`config.mk`:
```
export PLATFORM = sky130hd
export DESIGN_NAME = gpio_atomic_port
export DESIGN_NICKNAME = d
export VERILOG_FILES = /design/src/rtl/gpio_atom_pkg.sv /design/src/rtl/gpio_bus_decode.sv /design/src/rtl/gpio_atomic_stage.sv /design/src/rtl/gpio_out_latch.sv /design/src/rtl/gpio_in_sync.sv /design/src/rtl/gpio_atomic_port.sv
export SDC_FILE = /design/constraint.sdc
export NUM_CORES = 1
export LEC_CHECK = 0
export BUFFER_PORTS_ARGS = -buffer_cell sky130_fd_sc_hd__buf_2
export CORE_AREA = 2 2 149 151
export DETAILED_ROUTE_END_ITERATION = 8
export DIE_AREA = 0 0 151 153
export PLACE_DENSITY = 0.77
export SLEW_MARGIN = 20
export SYNTH_ARGS = -nofsm -noshare
export SYNTH_HDL_FRONTEND = slang
export SYNTH_HIERARCHICAL = 1
export SYNTH_SLANG_ARGS = --single-unit
```
`constraint.sdc`:
```
create_clock -name clk -period 2.35 [get_ports clk]
set_input_delay 0.3525 -clock clk [delete_from_list [all_inputs] [get_ports clk]]
set_output_delay 0.3525 -clock clk [all_outputs]
set_load 0.05 [all_outputs]
```
`src/rtl/gpio_atom_pkg.sv`:
```
`timescale 1ns/1ps
package gpio_atom_pkg;

    // Word offset inside the port window
    localparam int unsigned SEL_W = 3;

    // Depth of the input synchroniser
    localparam int unsigned SYNC_DEPTH = 2;

    typedef enum logic [SEL_W-1:0] {
        OFS_DIR  = 3'd0,
        OFS_OUT  = 3'd1,
        OFS_SET  = 3'd2,
        OFS_CLR  = 3'd3,
        OFS_TOG  = 3'd4,
        OFS_RSV5 = 3'd5,
        OFS_IN   = 3'd6,
        OFS_RSV7 = 3'd7
    } reg_sel_e;

    // Decoded write strobes, one per writable register
    typedef struct packed {
        logic wr_dir;
        logic wr_out;
        logic wr_set;
        logic wr_clr;
        logic wr_tog;
    } wr_strobe_t;

    localparam wr_strobe_t NO_WRITE = '{default: 1'b0};

    function automatic wr_strobe_t decode_write(input logic wr, input reg_sel_e sel);
        wr_strobe_t s;
        s        = NO_WRITE;
        s.wr_dir = wr && (sel == OFS_DIR);
        s.wr_out = wr && (sel == OFS_OUT);
        s.wr_set = wr && (sel == OFS_SET);
        s.wr_clr = wr && (sel == OFS_CLR);
        s.wr_tog = wr && (sel == OFS_TOG);
        return s;
    endfunction

endpackage

```
`src/rtl/gpio_bus_decode.sv`:
```
`timescale 1ns/1ps
module gpio_bus_decode
    import gpio_atom_pkg::*;
#(
    parameter int unsigned ADDR_W = 16,
    parameter logic [ADDR_W-1:0] BASE = 16'h0200
) (
    input  logic              clk,
    input  logic              rst,
    input  logic              req,
    input  logic              we,
    input  logic [ADDR_W-1:0] addr,
    output wr_strobe_t        strb,
    output reg_sel_e          rd_sel,
    output logic              rd_en,
    output logic              rdy
);
    localparam int unsigned TAG_W = ADDR_W - SEL_W;
    localparam logic [TAG_W-1:0] BASE_TAG = BASE[ADDR_W-1:SEL_W];

    logic     hit;
    reg_sel_e sel;

    always_comb begin
        hit    = req && (addr[ADDR_W-1:SEL_W] == BASE_TAG);
        sel    = reg_sel_e'(addr[SEL_W-1:0]);
        strb   = decode_write(hit && we, sel);
        rd_sel = sel;
        rd_en  = hit && !we;
    end

    always_ff @(posedge clk) begin
        if (rst) rdy <= 1'b0;
        else     rdy <= hit;
    end
endmodule

```
`src/rtl/gpio_atomic_stage.sv`:
```
`timescale 1ns/1ps
module gpio_atomic_stage
    import gpio_atom_pkg::*;
#(
    parameter int unsigned W = 32
) (
    input  logic         clk,
    input  logic         rst,
    input  wr_strobe_t   strb,
    input  logic [W-1:0] wdata,
    output logic [W-1:0] set_m,
    output logic [W-1:0] clr_m,
    output logic [W-1:0] tog_m
);
    // Each mask lives for exactly one cycle, then self-clears
    always_ff @(posedge clk) begin
        if (rst) begin
            set_m <= '0;
            clr_m <= '0;
            tog_m <= '0;
        end else begin
            set_m <= strb.wr_set ? wdata : '0;
            clr_m <= strb.wr_clr ? wdata : '0;
            tog_m <= strb.wr_tog ? wdata : '0;
        end
    end
endmodule

```
`src/rtl/gpio_out_latch.sv`:
```
`timescale 1ns/1ps
module gpio_out_latch #(
    parameter int unsigned W = 32
) (
    input  logic         clk,
    input  logic         rst,
    input  logic         wr_dir,
    input  logic         wr_out,
    input  logic [W-1:0] wdata,
    input  logic [W-1:0] set_m,
    input  logic [W-1:0] clr_m,
    input  logic [W-1:0] tog_m,
    output logic [W-1:0] dir_q,
    output logic [W-1:0] out_q
);
    logic [W-1:0] base_v;
    logic [W-1:0] out_d;

    // A plain write sets the base; staged masks compose on top of it
    always_comb begin
        base_v = wr_out ? wdata : out_q;
        out_d  = ((base_v | set_m) & ~clr_m) ^ tog_m;
    end

    always_ff @(posedge clk) begin
        if (rst) begin
            dir_q <= '0;
            out_q <= '0;
        end else begin
            if (wr_dir) dir_q <= wdata;
            out_q <= out_d;
        end
    end
endmodule

```
`src/rtl/gpio_in_sync.sv`:
```
`timescale 1ns/1ps
module gpio_in_sync #(
    parameter int unsigned W      = 32,
    parameter int unsigned STAGES = 2
) (
    input  logic         clk,
    input  logic         rst,
    input  logic [W-1:0] pin_in,
    output logic [W-1:0] sync_q
);
    logic [W-1:0] chain [STAGES];

    for (genvar s = 0; s < STAGES; s++) begin : g_stage
        if (s == 0) begin : g_first
            always_ff @(posedge clk) begin
                if (rst) chain[s] <= '0;
                else     chain[s] <= pin_in;
            end
        end else begin : g_next
            always_ff @(posedge clk) begin
                if (rst) chain[s] <= '0;
                else     chain[s] <= chain[s-1];
            end
        end
    end

    assign sync_q = chain[STAGES-1];
endmodule

```
`src/rtl/gpio_atomic_port.sv`:
```
`timescale 1ns/1ps
module gpio_atomic_port
    import gpio_atom_pkg::*;
#(
    parameter int unsigned W      = 32,
    parameter int unsigned ADDR_W = 16,
    parameter logic [ADDR_W-1:0] BASE = 16'h0200
) (
    input  logic              clk,
    input  logic              rst,
    input  logic              bus_req,
    input  logic              bus_we,
    input  logic [ADDR_W-1:0] bus_addr,
    input  logic [W-1:0]      bus_wdata,
    output logic [W-1:0]      bus_rdata,
    output logic              bus_rdy,
    input  logic [W-1:0]      pin_in,
    output logic [W-1:0]      pin_out,
    output logic [W-1:0]      pin_oe
);
    wr_strobe_t   strb;
    reg_sel_e     rd_sel;
    logic         rd_en;
    logic [W-1:0] set_m, clr_m, tog_m;
    logic [W-1:0] dir_q, out_q;
    logic [W-1:0] in_sync;
    logic [W-1:0] rdata_q;

    gpio_bus_decode #(.ADDR_W(ADDR_W), .BASE(BASE)) u_dec (
        .clk(clk), .rst(rst), .req(bus_req), .we(bus_we), .addr(bus_addr),
        .strb(strb), .rd_sel(rd_sel), .rd_en(rd_en), .rdy(bus_rdy)
    );

    gpio_atomic_stage #(.W(W)) u_atom (
        .clk(clk), .rst(rst), .strb(strb), .wdata(bus_wdata),
        .set_m(set_m), .clr_m(clr_m), .tog_m(tog_m)
    );

    gpio_out_latch #(.W(W)) u_latch (
        .clk(clk), .rst(rst), .wr_dir(strb.wr_dir), .wr_out(strb.wr_out),
        .wdata(bus_wdata), .set_m(set_m), .clr_m(clr_m), .tog_m(tog_m),
        .dir_q(dir_q), .out_q(out_q)
    );

    gpio_in_sync #(.W(W), .STAGES(SYNC_DEPTH)) u_sync (
        .clk(clk), .rst(rst), .pin_in(pin_in), .sync_q(in_sync)
    );

    // Registered read mux; atomic and reserved offsets read as zero
    always_ff @(posedge clk) begin
        if (rst) begin
            rdata_q <= '0;
        end else if (rd_en) begin
            case (rd_sel)
                OFS_DIR: rdata_q <= dir_q;
                OFS_OUT: rdata_q <= out_q;
                OFS_IN:  rdata_q <= in_sync;
                default: rdata_q <= '0;
            endcase
        end else begin
            rdata_q <= '0;
        end
    end

    assign bus_rdata = rdata_q;
    assign pin_oe    = dir_q;
    assign pin_out   = out_q & dir_q;
endmodule

```
==> results.cfg <==
[logic_synthesis]
synth.most_common_cell = dfxtp_1
ys_types = 37
avgSynthCellArea_um2 = 11.0
synthArstFlopShare_pct = 0
synth.top_cells.by_count = 257 x dfxtp_1, 91 x and3b_1, 65 x nand2_1
syn_inst = 961
synth_top_area_share_pct = 48.7
syn_area_um2 = 10600
yosys_warnings = 6
synth_nets = 1045
synth_area_leaders = dfxtp_1 49%, and3b_1 7.5%, nor2b_2 5.0%
yosysTopAreaCell = dfxtp_1
synth-edff-count = 0
ys.flop_type = dfxtp_1
synth-seq-cells = 257
ys_seq_area_share_pct = 48.7

[clocking]
cts_max_level = 1
insertion_delay_ns = 0.52
path_clk_slew_ns = 0.06
cts_resized = 0
root_buffer = clkbuf_16
cts.sinks = 257
post_cts_buffers = 0
hold_buffers = 0
cts_tree = done
cts_buffers = 27
clk_path_buf_depth = 3

[timing]
max-slew-margin-rel_pct = 60.9
fin_skew_ns = 0.00671
slew_violations = 0
rsz0062_at_grt = no
layout_min_cycle_time_ns = 2.19
period_share_pct = 93.0
max_freq_ghz = 0.458
setup-violations-final = 0
finalHoldViolations = 0
hold_slack_ns = 0.0366
worst_slew_pin_slew_ns = 0.587

[floorplanning]
num_io_pins = 181
start_util_pct = 49.1
placeableCoreArea_um2 = 21500
rows = 54
dieArea_um2 = 23100
die_y_um = 153
die_w_um = 151

[critical_path]
start_kind = input pin
worstPathRequired_ns = 2.80
slowest_stage = or4b_1
worstPathMaxFanout = 12
arrival_ns = 2.64
crit_chain = buf_2 > nor4b_1 > buf_4 > nand4_1 > nor3b_4 > buf_4 > mux2_4 > or4b_1 > nand3_1
cp_slowest_stage_delay_ns = 0.48
crit_top_cell = buf_4
crit_path_end_kind = flip-flop
critPathKind = input pin to flip-flop

[status]
outcome = complete, no violations

[placement]
gp_congestion = 0.736
hpwl_mm = 16.8
io_buffers = 180
dp_cells = 1389
dpl_cell_area_um2 = 11700

[final_layout]
num-nets-final = 1222
stdcell_count = 1436
drive_gt1_share_pct = 35.3
syn_to_final_growth_pct = 19.7
postLayoutCellArea_um2 = 12600

[power_and_ir_drop]
power_density_nw_per_um2 = 721
vdd_ir_drop_max_mv = 0.503
p_leak_nw = 5.41

[routing]
drcViolationCount = 0
vias_per_cell = 5.41
via_count = 7768
routedWlPerCell_um = 17.6
wl_mm = 25.2
drtPass1Iterations = 4
detail-route-antenna-nets = 0
drt_iter0_drc = 415

[flow_run]
cap_violations = 0

[global_route]
grt_pass1_wl_mm = 39.5
antenna_found_initial = 0
grt-ovfl-total = 0
grt_usage_pct = 21.3
grt_max_degree = 90
grt_pass1_vias = 7700

[hold_path]
hold_class = input pin to flip-flop
[state kept, by name, summed over array words and instances (netlist names)]
signal         count
u_atom/tog_m      32
u_atom/set_m      32
bus_rdata         32
u_latch/out_q     32
u_latch/dir_q     32
u_atom/clr_m      32
u_dec/rdy          1
u_sync/chain      64
[where the power goes]
| group | internal [mW] | switching (mW) |
|---|---|---|
| Sequential | 4.41 | 0.0136 |
| Clock | 2.64 | 1.64 |
| Combinational | 0.164 | 0.240 |
| Total | 7.22 | 1.89 |
[through the flow]
step	utilization, %	power, mW	TNS, ns	worst slack [ns]
6_report	58.8	9.11	0	0.165
5_1_grt	58.8	9.41	0	0.0429
4_1_cts	58.8	9.19	0	0.184
3_5_place_dp	54.6	4.92	-9.64	-0.351
3_3_place_gp	54.6	4.92	-7.53	-0.277
2_1_floorplan	-	4.75	0	0.0852
[final cells by class]
cell class,instances,area (um2)
timing repair buffer,222,1300
multi-input combinational,629,4940
inverter,1,3.75
sequential,257,5140
tap,280,350
antenna,1,2.50
fill,1799,8850
clock buffer,40,795
clock inverter,6,108
[logic make-up after synthesis]
| kind of cell | count (synthesis) | share of synthesized area, % |
|---|---|---|
| buffers and inverters | 75 | 4.94 |
| muxes | 64 | 7.46 |
| and+or+nand+nor | 500 | 33.4 |
| DFF | 257 | 48.7 |
| AOI/OAI and AO/OA | 65 | 5.47 |
[critical path, delay by kind of cell]
kind / cells / cell delay (ns)
simple gates: 5 / 1.34
buf+inv: 3 / 0.59
mux: 1 / 0.33
[worst paths after layout]
kind	startpoint	end	slack, ns	cells past startpoint
worst max-delay path	bus_addr[10]	u_latch/out_q[15]$_SDFF_PP0_	0.16	9
worst min register to register	u_sync/chain[0][20]$_SDFF_PP0_	u_sync/chain[1][20]$_SDFF_PP0_	0.44	1
worst min-delay path	pin_in[19]	u_sync/chain[0][19]$_SDFF_PP0_	0.04	2
worst max register to register	u_latch/out_q[27]$_SDFF_PP0_	u_latch/out_q[27]$_SDFF_PP0_	1.06	3
[metal layers]
layer	up-vias	share of wire (%)	track usage [%]
li1	3798	-	-
met1	3708	42	26.4
met2	221	50	37.9
met3	41	6.1	3.52
met4	0	2.1	6.32
met5	-	0	0
[placed cells by master (no fill, tap or decap), drive strengths merged]
master and n:
a31oi 64, and2 32, and2b 1, and3b 97, buf 221, bufinv 3
clkbuf 41, clkinv 2, clkinvlp 1, dfxtp 257, diode 1, inv 1
mux2 31, mux2i 33, nand2 65, nand3 64, nand3b 32, nand4 2
nand4b 1, nor2 37, nor2b 65, nor3 32, nor3b 3, nor4 2
nor4b 35, o21ai 1, or4 1, or4b 31
No activity file was read; power rests on OpenSTA's default activity.
